[src/rtl/sqb_pkg.sv]
package sqb_pkg;
    // Ping-pong pair: the count of buffers is fixed by the scheme.
    localparam int NQ     = 2;
    localparam int QSEL_W = 1;
    localparam int WORD_W = 32;
    localparam int BYTE_W = 8;
    localparam int BE_W   = WORD_W / BYTE_W;
endpackage

[src/rtl/sqb_store.sv]
module sqb_store
    import sqb_pkg::*;
#(
    parameter int SLOTS = 8
) (
    input  logic                      clk,
    input  logic                      rst_n,
    input  logic                      wr_go,
    input  logic [$clog2(SLOTS)-1:0]  wr_slot,
    input  logic [BE_W-1:0]           wr_be,
    input  logic [WORD_W-1:0]         wr_data,
    output logic [SLOTS*WORD_W-1:0]   line
);
    typedef struct packed {
        logic [SLOTS-1:0][WORD_W-1:0] w;
    } store_t;

    store_t st_d, st_q;

    always_comb begin
        st_d = st_q;
        if (wr_go) begin
            for (int b = 0; b < BE_W; b++) begin
                if (wr_be[b]) begin
                    st_d.w[wr_slot][b*BYTE_W +: BYTE_W] = wr_data[b*BYTE_W +: BYTE_W];
                end
            end
        end
    end

    always_ff @(posedge clk or negedge rst_n) begin
        if (!rst_n) begin
            st_q <= '0;
        end else begin
            st_q <= st_d;
        end
    end

    assign line = st_q.w;
endmodule

[src/rtl/sqb_ctrl.sv]
module sqb_ctrl
    import sqb_pkg::*;
#(
    parameter int AW         = 32,
    parameter int LINE_BYTES = 32
) (
    input  logic                   clk,
    input  logic                   rst_n,
    input  logic                   fl_go,
    input  logic [QSEL_W-1:0]      fl_sel,
    input  logic [AW-1:0]          fl_addr,
    input  logic [NQ-1:0]          done,
    output logic [NQ-1:0]          busy,
    output logic [NQ-1:0]          pend,
    output logic [NQ-1:0][AW-1:0]  base
);
    localparam logic [AW-1:0] OFF_MASK = AW'(LINE_BYTES - 1);

    typedef struct packed {
        logic [NQ-1:0]         busy;
        logic [NQ-1:0]         pend;
        logic [NQ-1:0][AW-1:0] base;
        logic [NQ-1:0][AW-1:0] pbase;
    } ctl_t;

    ctl_t          c_d, c_q;
    logic [AW-1:0] aligned;

    assign aligned = fl_addr & ~OFF_MASK;

    always_comb begin
        c_d = c_q;
        // Completion first: a pending flush takes over the buffer.
        for (int i = 0; i < NQ; i++) begin
            if (done[i]) begin
                if (c_q.pend[i]) begin
                    c_d.base[i] = c_q.pbase[i];
                    c_d.pend[i] = 1'b0;
                end else begin
                    c_d.busy[i] = 1'b0;
                end
            end
        end
        // New flush sees the buffer state after completion.
        if (fl_go) begin
            if (c_d.busy[fl_sel]) begin
                c_d.pend[fl_sel]  = 1'b1;
                c_d.pbase[fl_sel] = aligned;
            end else begin
                c_d.busy[fl_sel] = 1'b1;
                c_d.base[fl_sel] = aligned;
            end
        end
    end

    always_ff @(posedge clk or negedge rst_n) begin
        if (!rst_n) begin
            c_q <= '0;
        end else begin
            c_q <= c_d;
        end
    end

    assign busy = c_q.busy;
    assign pend = c_q.pend;
    assign base = c_q.base;
endmodule

[src/rtl/sqb_drain.sv]
module sqb_drain
    import sqb_pkg::*;
#(
    parameter int AW         = 32,
    parameter int LINE_BYTES = 32,
    parameter int BUS_W      = 64
) (
    input  logic                                 clk,
    input  logic                                 rst_n,
    input  logic [NQ-1:0]                        busy,
    input  logic [NQ-1:0][AW-1:0]                base,
    input  logic [NQ-1:0][LINE_BYTES*8-1:0]      lines,
    input  logic                                 m_ready,
    output logic                                 m_valid,
    output logic [AW-1:0]                        m_addr,
    output logic [BUS_W-1:0]                     m_data,
    output logic                                 m_last,
    output logic [NQ-1:0]                        done
);
    localparam int BEATS      = (LINE_BYTES * 8) / BUS_W;
    localparam int BEAT_W     = $clog2(BEATS);
    localparam int BEAT_BYTES = BUS_W / 8;
    localparam int BOFF_W     = $clog2(BEAT_BYTES);
    localparam logic [BEAT_W-1:0] LAST_BEAT = BEAT_W'(BEATS - 1);

    typedef struct packed {
        logic              act;
        logic [QSEL_W-1:0] cq;
        logic [QSEL_W-1:0] prev;
        logic [BEAT_W-1:0] beat;
        logic [AW-1:0]     base;
    } drain_t;

    drain_t            d_d, d_q;
    logic              found;
    logic [QSEL_W-1:0] pick;
    logic [QSEL_W-1:0] idx;

    // Rotating choice starting after the buffer served last.
    always_comb begin
        found = 1'b0;
        pick  = '0;
        idx   = '0;
        for (int k = 1; k <= NQ; k++) begin
            idx = QSEL_W'((int'(d_q.prev) + k) % NQ);
            if (!found && busy[idx]) begin
                found = 1'b1;
                pick  = idx;
            end
        end
    end

    always_comb begin
        d_d  = d_q;
        done = '0;
        if (d_q.act) begin
            if (m_ready) begin
                if (d_q.beat == LAST_BEAT) begin
                    d_d.act        = 1'b0;
                    d_d.prev       = d_q.cq;
                    done[d_q.cq]   = 1'b1;
                end else begin
                    d_d.beat = d_q.beat + 1'b1;
                end
            end
        end else if (found) begin
            d_d.act  = 1'b1;
            d_d.cq   = pick;
            d_d.beat = '0;
            d_d.base = base[pick];
        end
    end

    always_ff @(posedge clk or negedge rst_n) begin
        if (!rst_n) begin
            d_q      <= '0;
            d_q.prev <= QSEL_W'(NQ - 1);
        end else begin
            d_q <= d_d;
        end
    end

    assign m_valid = d_q.act;
    assign m_addr  = d_q.base + (AW'(d_q.beat) << BOFF_W);
    assign m_data  = lines[d_q.cq][int'(d_q.beat)*BUS_W +: BUS_W];
    assign m_last  = d_q.act && (d_q.beat == LAST_BEAT);
endmodule

[src/rtl/sq_burst_pair.sv]
module sq_burst_pair
    import sqb_pkg::*;
#(
    parameter int              AW         = 32,
    parameter int              LINE_BYTES = 32,
    parameter int              BUS_W      = 64,
    parameter logic [AW-1:0]   WIN_LO     = 32'hE000_0000,
    parameter logic [AW-1:0]   WIN_HI     = 32'hE400_0000
) (
    input  logic               clk,
    input  logic               rst_n,
    input  logic               cpu_wr_en,
    input  logic [AW-1:0]      cpu_wr_addr,
    input  logic [WORD_W-1:0]  cpu_wr_data,
    input  logic [BE_W-1:0]    cpu_wr_be,
    output logic               cpu_wr_ready,
    input  logic               cpu_fl_en,
    input  logic [QSEL_W-1:0]  cpu_fl_sel,
    input  logic [AW-1:0]      cpu_fl_addr,
    output logic               cpu_fl_ready,
    output logic               m_valid,
    input  logic               m_ready,
    output logic [AW-1:0]      m_addr,
    output logic [BUS_W-1:0]   m_data,
    output logic               m_last,
    output logic [NQ-1:0]      busy
);
    localparam int LINE_W = LINE_BYTES * 8;
    localparam int SLOTS  = LINE_W / WORD_W;
    localparam int SLOT_W = $clog2(SLOTS);
    localparam int OFF_W  = $clog2(LINE_BYTES);
    localparam int LSB    = $clog2(BE_W);

    logic                        in_win;
    logic [QSEL_W-1:0]           wr_q;
    logic [SLOT_W-1:0]           wr_slot;
    logic                        wr_go;
    logic                        fl_go;
    logic [NQ-1:0]               busy_w;
    logic [NQ-1:0]               pend_w;
    logic [NQ-1:0]               done_w;
    logic [NQ-1:0][AW-1:0]       base_w;
    logic [NQ-1:0][LINE_W-1:0]   lines_w;

    // Window decode and store steering.
    assign in_win       = (cpu_wr_addr >= WIN_LO) && (cpu_wr_addr < WIN_HI);
    assign wr_q         = cpu_wr_addr[OFF_W +: QSEL_W];
    assign wr_slot      = cpu_wr_addr[LSB +: SLOT_W];
    assign cpu_wr_ready = !in_win || !busy_w[wr_q];
    assign wr_go        = cpu_wr_en && in_win && !busy_w[wr_q];

    assign cpu_fl_ready = !pend_w[cpu_fl_sel];
    assign fl_go        = cpu_fl_en && !pend_w[cpu_fl_sel];

    for (genvar g = 0; g < NQ; g++) begin : g_buf
        sqb_store #(
            .SLOTS (SLOTS)
        ) u_store (
            .clk     (clk),
            .rst_n   (rst_n),
            .wr_go   (wr_go && (wr_q == QSEL_W'(g))),
            .wr_slot (wr_slot),
            .wr_be   (cpu_wr_be),
            .wr_data (cpu_wr_data),
            .line    (lines_w[g])
        );
    end

    sqb_ctrl #(
        .AW         (AW),
        .LINE_BYTES (LINE_BYTES)
    ) u_ctrl (
        .clk     (clk),
        .rst_n   (rst_n),
        .fl_go   (fl_go),
        .fl_sel  (cpu_fl_sel),
        .fl_addr (cpu_fl_addr),
        .done    (done_w),
        .busy    (busy_w),
        .pend    (pend_w),
        .base    (base_w)
    );

    sqb_drain #(
        .AW         (AW),
        .LINE_BYTES (LINE_BYTES),
        .BUS_W      (BUS_W)
    ) u_drain (
        .clk     (clk),
        .rst_n   (rst_n),
        .busy    (busy_w),
        .base    (base_w),
        .lines   (lines_w),
        .m_ready (m_ready),
        .m_valid (m_valid),
        .m_addr  (m_addr),
        .m_data  (m_data),
        .m_last  (m_last),
        .done    (done_w)
    );

    assign busy = busy_w;
endmodule

[config.mk]
export PLATFORM = sky130hd
export DESIGN_NAME = sq_burst_pair
export DESIGN_NICKNAME = d
export VERILOG_FILES = /design/src/rtl/sqb_pkg.sv /design/src/rtl/sqb_store.sv /design/src/rtl/sqb_ctrl.sv /design/src/rtl/sqb_drain.sv /design/src/rtl/sq_burst_pair.sv
export SDC_FILE = /design/constraint.sdc
export NUM_CORES = 1
export LEC_CHECK = 0
export BUFFER_PORTS_ARGS = -buffer_cell sky130_fd_sc_hd__buf_2
export CAP_MARGIN = 10
export CORE_ASPECT_RATIO = 0.75
export CORE_UTILIZATION = 35
export DETAILED_ROUTE_END_ITERATION = 8
export PLACE_DENSITY_LB_ADDON = 0.05
export SETUP_SLACK_MARGIN = 0.15
export SLEW_MARGIN = 20
export SYNTH_ARGS = -nofsm -noshare
export SYNTH_HDL_FRONTEND = slang
export SYNTH_SLANG_ARGS = --single-unit
[constraint.sdc]
create_clock -name clk -period 8.05 [get_ports clk]
set_clock_uncertainty 0.2 [all_clocks]
set_input_delay 1.2075 -clock clk [delete_from_list [all_inputs] [get_ports clk]]
set_output_delay 1.2075 -clock clk [all_outputs]
set_load 0.05 [all_outputs]
==> impl_metrics.json <==
{
  "place.detailed.hpwl_mm": 52.5,
  "overflow": 0,
  "relSlewSlack_pct": 23.9,
  "synthesis.nets": 2219,
  "place.gp.congestion": 0.762,
  "first_iter_violations": 1049,
  "critPathArrivalTime_ns": 3.41,
  "fin_cells": 3471,
  "wl_per_cell_microns": 24.1,
  "initial_utilization_pct": 35.3,
  "setup_violations": 0,
  "end_kind": "output port",
  "antenna_left": 0,
  "firstDrtPassIters": 7,
  "via_per_inst": 5.33,
  "period_share_pct": 59.8,
  "critPathLaunchType": "flop",
  "power.leakage_nw": 17.1,
  "place_inst": 3332,
  "fin_nets": 2368,
  "area_growth_pct": 15.1,
  "ys_seq_elements": 671,
  "irDropWorstVdd_mv": 0.236,
  "ys.flop_type": "dfrtp_1",
  "ys_warn_count": 0,
  "period_needed_ns": 4.81,
  "layout-drive-gt1-share_pct": 51.3,
  "clk_pin_slew_ns": 0.06,
  "htreeDepth": 3,
  "p_per_area_nw_per_um2": 285,
  "avgSynthCellArea_sq_um": 14.7,
  "hp-class": "reg -> reg",
  "first_global_vias": 19500,
  "status": "finished, final reports clean",
  "drc_errors": 0,
  "fmax_ghz": 0.208,
  "setup_tns_ns": 0,
  "p_total_w": 0.0101,
  "fp-row-count": 94,
  "io_pins": 208,
  "routed_wl_mm": 83.7,
  "synth_top_area_share_pct": 54.2,
  "postCtsHoldBufs": 0,
  "path_max_fanout": 39,
  "cts_tree": "built",
  "post_cts_buffers": 0,
  "grt_max_degree": 174,
  "clock_path_buffers": 3,
  "synthCells": 2109,
  "synthTopCellsByArea": "dfrtp_1 (54%), mux2_2 (23%), mux4_2 (9.3%), nand2_1 (2.2%), o221a_2 (2.0%)",
  "grt_use_total_pct": 19.0,
  "grt_pass1_wl_mm": 129,
  "yosysUniqueCellTypes": 51,
  "via_count": 18500,
  "worst_slew_pin_slew_ns": 1.14,
  "root_buffer": "clkbuf_16",
  "syn_area_sq_um": 30900,
  "core_sq_um": 87600,
  "critical_path_class": "reg -> out",
  "synth_edf_count": 0,
  "rsz0062_at_grt": "no",
  "dieArea_sq_um": 89600,
  "cts_resized": 0,
  "die_h_microns": 259,
  "cts_buffers": 76,
  "slew_viol_final": 0,
  "clk_latency_ns": 0.63,
  "max-cap-violations": 0,
  "clkSinkCount": 671,
  "holdWs_ns": 0.279,
  "die_w_microns": 345,
  "antenna_found_initial": 9,
  "async_flop_share_pct": 100,
  "ys_seq_area_share_pct": 54.3,
  "hold_viol_final": 0,
  "yosys.area.top_type": "dfrtp_1",
  "numPortBuffers": 180,
  "required_ns": 6.64
}
## power by group
part	leakage (nW)	switching (W)	total, W	internal, W
clock network	1.25	0.00142	0.00356	0.00215
registers	9.19	0.000455	0.00419	0.00373
logic	6.64	0.00146	0.00239	0.000925
## sequential cells by signal, indices dropped and copies added (netlist names)
signal,flops
u_ctrl.c_q,54
u_ctrl.base,64
g_buf.u_store.line,512
u_drain.m_valid,1
u_ctrl.pend,2
u_drain.d_q,36
u_ctrl.busy,2
## kinds of logic after synthesis
family | after synthesis | synth area share (%)
flops | 671 | 54.3
compound gates | 101 | 2.80
simple gates | 372 | 6.71
buf+inv | 141 | 1.88
fa+ha+maj | 4 | 0.186
mux | 793 | 33.4
xor+xnor | 27 | 0.764
## cell usage after synthesis (3+ instances only)
master / number
and2_1: 13
and3_1: 4
and4_1: 7
buf_1: 10
buf_2: 16
buf_4: 5
clkbuf_1: 106
dfrtp_1: 670
ha_1: 3
mux2_2: 631
mux2i_1: 33
mux4_2: 128
nand2_1: 178
nand2b_1: 10
nand3_1: 65
nand3_2: 8
nand4_1: 16
nor2_1: 22
nor2b_1: 3
nor3_2: 17
nor4_4: 12
o21ai_0: 36
o221a_2: 54
or2_2: 4
xnor2_1: 24
xor2_1: 3
## layout by cell type (no fill, tap or decap), types with 24 or more instances in the layout
cell	netlist	routed
buf_4	5	26
nand3_1	65	65
nand2_1	178	178
mux2i_1	33	33
mux2_2	631	631
clkbuf_16	0	77
clkbuf_1	106	24
mux4_2	128	128
o221a_2	54	54
dfrtp_1	670	667
o21ai_0	36	36
xnor2_1	24	24
buf_2	16	179
## critical path, cell delays in order (launching register included)
cell and delay [ns]:
dfrtp_4 0.94, buf_4 0.61, mux4_2 0.59, mux2_2 0.33
buf_2 0.23
## layout make-up
cell class,instances,area (sq um)
fill,8070,52000
inverter,2,7.51
clock inverter,18,299
sequential,671,16800
multi-input combinational,1297,13600
clock buffer,118,2250
antenna,3,7.51
tap,1152,1440
timing repair buffer,210,1190
## layer usage
layer | vias up | wire length [microns] | part of all wire [%] | track usage [%]
met5 | - | 30 | 0.036 | 0
met4 | 4 | 1590 | 1.9 | 4.85
met3 | 109 | 3430 | 4.1 | 3.15
li1 | 8152 | - | - | -
met1 | 9910 | 42000 | 50 | 28.9
met2 | 315 | 36700 | 44 | 28.0
## per-stage QoR
step | util [%] | instance area [sq um] | setup slack (ns)
4_1_cts | 40.6 | 35600 | 3.08
2_1_floorplan | - | 30900 | 4.25
6_report | 40.6 | 35600 | 3.24
5_1_grt | 40.6 | 35600 | 2.98
3_3_place_gp | 37.7 | 33000 | 3.61
3_5_place_dp | 37.7 | 33100 | 3.60
## final timing paths
path                                              from                                      to  slack [ns]  cells past startpoint
min in group asynchronous                        rst_n              u_drain.d_q[0]$_DFFE_PN0P_        0.46                      1
min reg2reg                 u_drain.d_q[0]$_DFFE_PN0P_              u_drain.d_q[0]$_DFFE_PN0P_        0.28                      2
max                        u_drain.d_q[35]$_DFFE_PN0P_                              m_data[38]        3.24                      4
min                         u_drain.d_q[0]$_DFFE_PN0P_              u_drain.d_q[0]$_DFFE_PN0P_        0.28                      2
max in group asynchronous                        rst_n  g_buf[0].u_store.line[120]$_DFFE_PN0P_        5.60                      2
max reg2reg                u_drain.d_q[33]$_DFFE_PN0P_              u_ctrl.c_q[57]$_DFFE_PN0P_        4.35                      6
No activity file was read; power rests on OpenSTA's default activity.
